### config.mk
export PLATFORM = sky130hd
export DESIGN_NAME = cfgreg_bank_if
export DESIGN_NICKNAME = d
export VERILOG_FILES = /design/src/rtl/cfgreg_pkg.sv /design/src/rtl/cfgreg_cmd_dec.sv /design/src/rtl/cfgreg_store.sv /design/src/rtl/cfgreg_rd_steer.sv /design/src/rtl/cfgreg_bank_if.sv
export SDC_FILE = /design/constraint.sdc
export NUM_CORES = 1
export LEC_CHECK = 0
export ABC_AREA = 1
export BUFFER_PORTS_ARGS = -buffer_cell sky130_fd_sc_hd__buf_2
export CORE_MARGIN = 5
export CORE_UTILIZATION = 36
export DETAILED_ROUTE_END_ITERATION = 10
export PLACE_DENSITY = 0.65
export SYNTH_ARGS = -nofsm -noshare
export SYNTH_HDL_FRONTEND = slang
export SYNTH_HIERARCHICAL = 1
export SYNTH_SLANG_ARGS = --single-unit
### constraint.sdc
create_clock -name clk -period 3.1 [get_ports clk]
set_clock_uncertainty 0.2 [all_clocks]
set_input_delay 0.93 -clock clk [delete_from_list [all_inputs] [get_ports clk]]
set_output_delay 0.93 -clock clk [all_outputs]
set_load 0.03 [all_outputs]
### src/rtl/cfgreg_pkg.sv
package cfgreg_pkg;

    localparam int CFG_W = 16;

    // reset word: async reads (bit 15), rising edge (bit 6)
    localparam logic [CFG_W-1:0] CFG_DEFAULT = 16'h8040;
    // writable bits; 14, 5, 4, 3 are reserved
    localparam logic [CFG_W-1:0] CFG_WMASK   = 16'hBFC7;

    localparam int BIT_ASYNC = 15;
    localparam int BIT_HOLD2 = 9;
    localparam int BIT_EDGE  = 6;
    localparam int BL_LSB    = 0;
    localparam int BL_W      = 3;

    typedef enum logic [1:0] {
        OP_NONE  = 2'b00,
        OP_ENTER = 2'b01,
        OP_WRITE = 2'b10,
        OP_EXIT  = 2'b11
    } cfg_op_e;

    typedef struct packed {
        logic enter;
        logic write;
        logic leave;
    } cmd_pulse_t;

    typedef struct packed {
        logic            async_rd;
        logic            hold2;
        logic            rise_edge;
        logic [BL_W-1:0] burst_len;
    } cfg_fields_t;

    function automatic logic [CFG_W-1:0] scrub_word(input logic [CFG_W-1:0] w);
        return w & CFG_WMASK;
    endfunction

    function automatic cfg_fields_t split_word(input logic [CFG_W-1:0] w);
        cfg_fields_t f;
        f.async_rd  = w[BIT_ASYNC];
        f.hold2     = w[BIT_HOLD2];
        f.rise_edge = w[BIT_EDGE];
        f.burst_len = w[BL_LSB +: BL_W];
        return f;
    endfunction

endpackage

### src/rtl/cfgreg_cmd_dec.sv
module cfgreg_cmd_dec
    import cfgreg_pkg::*;
(
    input  logic       cmd_valid,
    input  logic [1:0] cmd_op,
    output cmd_pulse_t pulses
);
    cfg_op_e op;

    always_comb begin
        op = cfg_op_e'(cmd_op);
        pulses = '0;
        if (cmd_valid) begin
            unique case (op)
                OP_ENTER: pulses.enter = 1'b1;
                OP_WRITE: pulses.write = 1'b1;
                OP_EXIT:  pulses.leave = 1'b1;
                default:  pulses = '0;
            endcase
        end
    end

    // at most one action per command
    always_comb begin
        p_onehot_cmd_r10: assert ($onehot0({pulses.enter, pulses.write, pulses.leave}));
    end

endmodule

### src/rtl/cfgreg_store.sv
module cfgreg_store
    import cfgreg_pkg::*;
(
    input  logic             clk,
    input  logic             rst,
    input  logic             wr_req,
    input  logic             busy,
    input  logic [CFG_W-1:0] wr_word,
    output logic [CFG_W-1:0] word_q,
    output cfg_fields_t      fields
);
    logic accept;

    assign accept = wr_req && !busy;

    always_ff @(posedge clk) begin
        if (rst)
            word_q <= CFG_DEFAULT;
        else if (accept)
            word_q <= scrub_word(wr_word);
    end

    assign fields = split_word(word_q);

    p_busy_drop_r3: assert property (@(posedge clk) disable iff (rst)
        (wr_req && busy) |=> $stable(word_q));

    p_idle_hold_r10: assert property (@(posedge clk) disable iff (rst)
        !wr_req |=> $stable(word_q));

    p_reset_word_r1: assert property (@(posedge clk)
        rst |=> (word_q == CFG_DEFAULT));

    p_reserved_zero_r2: assert property (@(posedge clk) disable iff (rst)
        wr_req |=> ((word_q & ~CFG_WMASK) == '0));

endmodule

### src/rtl/cfgreg_rd_steer.sv
module cfgreg_rd_steer
    import cfgreg_pkg::*;
#(
    parameter int DATA_W = 32
)(
    input  logic              clk,
    input  logic              rst,
    input  logic              enter,
    input  logic              leave,
    input  logic              cmd_bank,
    input  logic              rd_en,
    input  logic              rd_bank,
    input  logic              wide_bus,
    input  logic [CFG_W-1:0]  word_q,
    input  logic [DATA_W-1:0] array_data,
    output logic [DATA_W-1:0] rd_data,
    output logic              rd_valid
);
    localparam int LANES = DATA_W / CFG_W;
    localparam int UP_W  = DATA_W - CFG_W;

    logic              mode_q;
    logic              bank_q;
    logic              hit_cfg;
    logic [DATA_W-1:0] arr_lanes;
    logic [DATA_W-1:0] cfg_ext;

    always_ff @(posedge clk) begin
        if (rst) begin
            mode_q <= 1'b0;
            bank_q <= 1'b0;
        end else if (enter) begin
            mode_q <= 1'b1;
            bank_q <= cmd_bank;
        end else if (leave) begin
            mode_q <= 1'b0;
        end
    end

    // lane 0 always passes; upper lanes only on the wide bus
    for (genvar g = 0; g < LANES; g++) begin : g_lane
        if (g == 0) begin : g_low
            assign arr_lanes[CFG_W-1:0] = array_data[CFG_W-1:0];
        end else begin : g_high
            assign arr_lanes[g*CFG_W +: CFG_W] =
                wide_bus ? array_data[g*CFG_W +: CFG_W] : '0;
        end
    end

    assign cfg_ext = {{UP_W{1'b0}}, word_q};
    assign hit_cfg = mode_q && (rd_bank == bank_q);

    always_ff @(posedge clk) begin
        if (rst) begin
            rd_data  <= '0;
            rd_valid <= 1'b0;
        end else begin
            rd_valid <= rd_en;
            if (rd_en)
                rd_data <= hit_cfg ? cfg_ext : arr_lanes;
        end
    end

    p_cfg_upper_zero_r4: assert property (@(posedge clk) disable iff (rst)
        (rd_en && mode_q && rd_bank == bank_q) |=> (rd_data[DATA_W-1:CFG_W] == '0));

    p_leave_clears_r6: assert property (@(posedge clk) disable iff (rst)
        leave |=> !mode_q);

    p_enter_sets_r5: assert property (@(posedge clk) disable iff (rst)
        enter |=> (mode_q && bank_q == $past(cmd_bank)));

    p_narrow_zero_r8: assert property (@(posedge clk) disable iff (rst)
        (rd_en && !wide_bus) |=> (rd_data[DATA_W-1:CFG_W] == '0));

    p_valid_rise_r11: assert property (@(posedge clk) disable iff (rst)
        rd_en |=> rd_valid);

    p_valid_fall_r11: assert property (@(posedge clk) disable iff (rst)
        !rd_en |=> !rd_valid);

endmodule

### src/rtl/cfgreg_bank_if.sv
module cfgreg_bank_if
    import cfgreg_pkg::*;
#(
    parameter int DATA_W = 32
)(
    input  logic              clk,
    input  logic              rst,
    input  logic              cmd_valid,
    input  logic [1:0]        cmd_op,
    input  logic              cmd_bank,
    input  logic [DATA_W-1:0] wr_data,
    input  logic              wide_bus,
    input  logic              algo_busy,
    input  logic              rd_en,
    input  logic              rd_bank,
    input  logic [DATA_W-1:0] array_data,
    output logic [DATA_W-1:0] rd_data,
    output logic              rd_valid,
    output logic              cfg_async_rd,
    output logic              cfg_rise_edge,
    output logic              cfg_hold2,
    output logic [BL_W-1:0]   cfg_burst_len
);
    cmd_pulse_t       pulses;
    logic [CFG_W-1:0] word_q;
    cfg_fields_t      fields;

    initial begin
        p_width_ok: assert (DATA_W > CFG_W && DATA_W % CFG_W == 0);
    end

    cfgreg_cmd_dec u_dec (
        .cmd_valid (cmd_valid),
        .cmd_op    (cmd_op),
        .pulses    (pulses)
    );

    // only the low half of the bus reaches the register
    cfgreg_store u_store (
        .clk     (clk),
        .rst     (rst),
        .wr_req  (pulses.write),
        .busy    (algo_busy),
        .wr_word (wr_data[CFG_W-1:0]),
        .word_q  (word_q),
        .fields  (fields)
    );

    cfgreg_rd_steer #(.DATA_W(DATA_W)) u_steer (
        .clk        (clk),
        .rst        (rst),
        .enter      (pulses.enter),
        .leave      (pulses.leave),
        .cmd_bank   (cmd_bank),
        .rd_en      (rd_en),
        .rd_bank    (rd_bank),
        .wide_bus   (wide_bus),
        .word_q     (word_q),
        .array_data (array_data),
        .rd_data    (rd_data),
        .rd_valid   (rd_valid)
    );

    assign cfg_async_rd  = fields.async_rd;
    assign cfg_rise_edge = fields.rise_edge;
    assign cfg_hold2     = fields.hold2;
    assign cfg_burst_len = fields.burst_len;

    p_fields_track_r7: assert property (@(posedge clk) disable iff (rst)
        (pulses.write && !algo_busy) |=>
            (cfg_async_rd == $past(wr_data[15]) && cfg_hold2 == $past(wr_data[9]) &&
             cfg_rise_edge == $past(wr_data[6]) && cfg_burst_len == $past(wr_data[2:0])));

endmodule

# [Word-level counts from Yosys, hierarchy flattened]
# Index checks and enable logic that the tools add are counted.
[totals] register_bits=47 latch_bits=0 mem_bits_rw=0 rom_bits=0 word_cells=21 n_memories=0
[classes] addsub=0 mul=0 div_mod_pow=0 magnitude_cmp=0 n_eq_ne=4 n_shift=0 muxes=8 n_bitwise=0 reduce_logical=4
[op_table] op="2-to-1 mux 32 bit" n=1
[op_table] op="2-to-1 mux 16 bit" n=1
[op_table] op="2-to-1 mux 1 bit" n=5
[op_table] op="equality test 2 bit, second input constant" n=2
[op_table] op="2-to-1 mux 3 bit" n=1
[op_table] op="equality test 2 x 1 -> 1 bit, second input constant" n=1
[op_table] op="logical AND 1 bit" n=2
[op_table] op="nonzero test 2 bit" n=1
[op_table] op="equality test 1 bit" n=1
[op_table] op="logical NOT 1 bit" n=1

# [Logic depth before layout (Yosys ltp)]
[logic_depth] ltp_word=5 ltp_mapped=8

# [Hierarchy]
# The synthesis kept the hierarchy.
[by_module_without_submodules] mod="cfgreg_rd_steer" n_inst=1 cells_per_inst=229 area_per_inst_um2=1632.8 seq_area_each_um2=700.7
[by_module_without_submodules] mod="cfgreg_store" n_inst=1 cells_per_inst=87 area_per_inst_um2=599.3 seq_area_each_um2=240.2
[by_module_without_submodules] mod="cfgreg_cmd_dec" n_inst=1 cells_per_inst=6 area_per_inst_um2=22.5 seq_area_each_um2=0.0

# [Least setup slack after synthesis]
# Ideal clock, no wire load.
[synth_path] kind="input port to flip-flop" startpoint="input cmd_valid" endpoint="register u_store.word_q[15]" setup_time_ns=0.123 arrival_ns=1.578 required_ns=2.777 setup_slack_ns=1.199 path_stages=6 path_buffers=1 path_cell_list="nand2_1 nor2_1 buf_4 nand2_1 nand2_1 nand3_1"
[synth_lines] element="from (decl)" line="cfgreg_bank_if.sv:8" text="input logic cmd_valid,"
[synth_lines] element="to (signal assigned)" line="cfgreg_store.sv:20" text="word_q <= scrub_word(wr_word);"
[synth_lines] element="to (decl)" line="cfgreg_store.sv:9" text="output logic [CFG_W-1:0] word_q,"

# [Worst setup path after layout]
[layout_path] startpoint="register u_store.word_q[2]" endpoint="output cfg_burst_len[2]"
[layout_lines] element="to (decl)" line="cfgreg_bank_if.sv:22" text="output logic [BL_W-1:0] cfg_burst_len"
# No word-level cell between the ends.

==> reports/summary.json <==
{
  "timing": {
    "timing_max_transition_violations_final": 0,
    "final.hold.worst_slack_ns": 0.261,
    "hold_viol": 0,
    "timing.final.crit_period_ns": 2.04,
    "setup_total_negative_slack_ns": 0,
    "final.period_utilization_pct": 65.7,
    "setup_viol": 0,
    "grt_setup_unrepaired": "no",
    "maxClockFrequency_mhz": 491
  },
  "power_and_ir_drop": {
    "power_density_nw_per_um2": 451,
    "max-vdd-ir-drop_uv": 247,
    "p_leak_nw": 1.44
  },
  "floorplan": {
    "fp.dieArea_um2": 7950,
    "pin_count": 113,
    "floorplan.die.height_um": 89.1,
    "core_area_um2": 5990,
    "die_width_um": 89.1,
    "start_util_pct": 37.6,
    "row_count": 28
  },
  "worst_setup_path": {
    "ff2ff_setup_slack_ns": 1.61,
    "crit_slowest_cell": "dfxtp_1",
    "critical_path.reg2reg.endpoint": "u_steer/rd_data[8]",
    "worst_path_buffer_plus_inverter_count": 1,
    "r2r_start": "u_steer/bank_q",
    "critical_path.startpoint_type": "register",
    "worst_r2r_path_depth": 7,
    "crit_fanout": 3,
    "criticalPathCategory": "register to primary output",
    "worstSetupEndpointType": "primary output",
    "critPathTopFamily": "flip-flops",
    "cp_max_stage_delay_ns": 0.39,
    "critPathRequiredTime_ns": 1.97,
    "crit_path_arrival_time_ns": 0.91,
    "critical_path.cell_chain": "buf_2"
  },
  "synthesis": {
    "netlist-cell-type-count": 20,
    "async_reset_ff_share_pct": 0,
    "synth_sequential_area_ratio_pct": 41.7,
    "muxShareOfSynthArea_pct": 0,
    "synth_edf_count": 0,
    "synth_warnings": 6,
    "ys_top_cells_by_area": "dfxtp_1, nand3_1, nand2_1",
    "synth_top_area_cell": "dfxtp_1",
    "synth_xor_xnor_area_share_pct": 0,
    "fraction_of_the_mapped_netlist_area_in_simple_logic_gates_pct": 38.6,
    "average_size_of_a_mapped_cell_um2": 7.00,
    "synthesis.instances": 322,
    "synth_compound_gate_area_share_pct": 4.11,
    "post-synth-top-area-fraction_pct": 41.7,
    "synthAdderAreaFrac_pct": 0,
    "synth_ff_type": "dfxtp_1",
    "ys_ff_latch": 47,
    "post_synth_instance_area_um2": 2250,
    "dominant_combinational_cell_family_by_area_after_synthesis": "simple AND/OR/NAND/NOR gates"
  },
  "route": {
    "number_of_drc_markers_after_the_initial_detailed_route_iteration": 58,
    "detail_route.wl_per_cell_um": 12.0,
    "detail_route.vias_per_cell": 4.62,
    "drt-total-wl_um": 5660,
    "initial_drt_pass_iterations": 4,
    "vias": 2187,
    "ant_nets": 0,
    "remaining_drc_errors": 0
  },
  "cells_and_area": {
    "antenna_cells": 0,
    "seq_area_um2": 941,
    "final_cells": 473,
    "fillers": 661,
    "utilization_after_layout_pct": 45.3,
    "area_growth_pct": 20.3,
    "layout_cell_share_with_drive_strength_beyond_1_pct": 29.9,
    "area_of_combinational_cells_with_multiple_inputs_um2": 978,
    "nNetsFinal": 473
  },
  "clock_network": {
    "path_clk_slew_ns": 0.08,
    "tritoncts_clock_tree": "done",
    "post-cts-setup-buffer-count": 0,
    "clockBufferDepth": 2,
    "total_clock_buffers_created_by_cts": 5,
    "htree_num_levels": 2,
    "cts.hold.buffers_added": 0,
    "cts.sinks": 47,
    "ctsResizeCount": 0,
    "worstSkewPairLatency_ns": 0.29,
    "root_buffer": "clkbuf_8"
  },
  "min_path": {
    "hold_path.class": "register to register",
    "worst_hold_path.num_cells": 2,
    "hold_path_startpoint": "u_steer/rd_data[17]",
    "worst_hold_path.endpoint": "u_steer/rd_data[17]"
  },
  "outcome": {
    "outcome": "finished, final reports clean"
  },
  "place": {
    "post-dp-hpwl_um": 4160,
    "numPortBuffers": 92,
    "globalplace.congestion": 0.747,
    "dpl.cell_count": 467
  },
  "grt": {
    "grt_pass1_vias": 2101,
    "number_of_antenna_violations_at_the_first_check_in_global_routing": 0,
    "grt_remaining_overflow": 0,
    "global_route_usage_over_all_layers_pct": 14.5,
    "maximum_number_of_pins_on_one_net_before_global_route_repair": 33,
    "grt_first_pass_wirelength_um": 9130
  },
  "flow_run": {
    "cap_violations": 0
  }
}
## registers in the layout (all words and copies together) (netlist names)
| register | count |
|---|---|
| u_steer/bank_q | 1 |
| u_steer/mode_q | 1 |
| u_steer/rd_data | 32 |
| u_steer/rd_valid | 1 |
| u_store/word_q | 12 |
## synthesized netlist by cell type, types with 3 or more instances
cell,instances
nand2_1,69
nor2_1,56
nand3_1,52
dfxtp_1,47
inv_1,32
a21oi_1,17
buf_4,16
nand3_2,10
buf_2,6
buf_6,3
clkbuf_1,3
inv_2,3
## layout by cell type (no fill, tap or decap)
master / instances
nand3_4: 1
nand2_2: 1
inv_2: 3
nor2_1: 56
inv_1: 32
clkbuf_1: 1
a211oi_1: 1
conb_1: 4
nor2_4: 1
clkinv_2: 1
dfxtp_1: 47
nand2_1: 69
nor2_2: 1
nand3_2: 10
buf_2: 92
buf_4: 4
nand3_1: 52
clkbuf_8: 5
a21oi_1: 17
## cells by family after synthesis
kind of cell,Yosys count
compound gates,18
other cells,1
simple gates,191
flops,47
buf+inv,65
## report_power, final
group | leakage (nW) | switching [W] | internal, W
clock | 0.0371 | 0.000185 | 0.000151
combinational | 1.01 | 0.000157 | 0.0000810
sequential | 0.386 | 0.0000164 | 0.000634
total | 1.44 | 0.000359 | 0.000866
## how the worst max path moves through the flow
stage / start / to / slack (ns) / cells past startpoint
after detailed placement: rd_bank / u_steer/rd_data[8] / 0.92 / 8
after global routing: u_store/word_q[2] / cfg_burst_len[2] / 1.00 / 1
after global placement: rd_bank / u_steer/rd_data[8] / 0.95 / 8
after CTS: u_store/word_q[2] / cfg_burst_len[2] / 1.03 / 1
final: u_store/word_q[2] / cfg_burst_len[2] / 1.06 / 1
after floorplan: cmd_valid / u_store/word_q[15] / 1.20 / 6
## stage by stage
| stage | power [W] | cell area, um^2 | setup WS, ns |
|---|---|---|---|
| 2_1_floorplan | 0.000837 | 2270 | 1.20 |
| 3_3_place_gp | 0.000901 | 2640 | 0.948 |
| 3_5_place_dp | 0.000905 | 2640 | 0.921 |
| 4_1_cts | 0.00124 | 2710 | 1.03 |
| 5_1_grt | 0.00130 | 2710 | 1.00 |
| 6_report | 0.00122 | 2710 | 1.06 |
## metal layers
layer	up-vias	GRT usage (%)	share of wire, %	routed length (um)
met5	-	0	0	0
li1	1136	-	-	-
met3	8	5.16	11	632
met1	970	17.4	44	2480
met4	0	3.65	1.1	63
met2	73	24.6	44	2480
## cell type report
class | count | area share [%]
sequential | 47 | 34.7
timing repair buffer | 96 | 18.1
clock buffer | 6 | 2.68
inverter | 36 | 5.03
multi-input combinational | 213 | 36.1
tap | 75 | 3.46
Note: power is estimated with default switching activity, not from simulation.
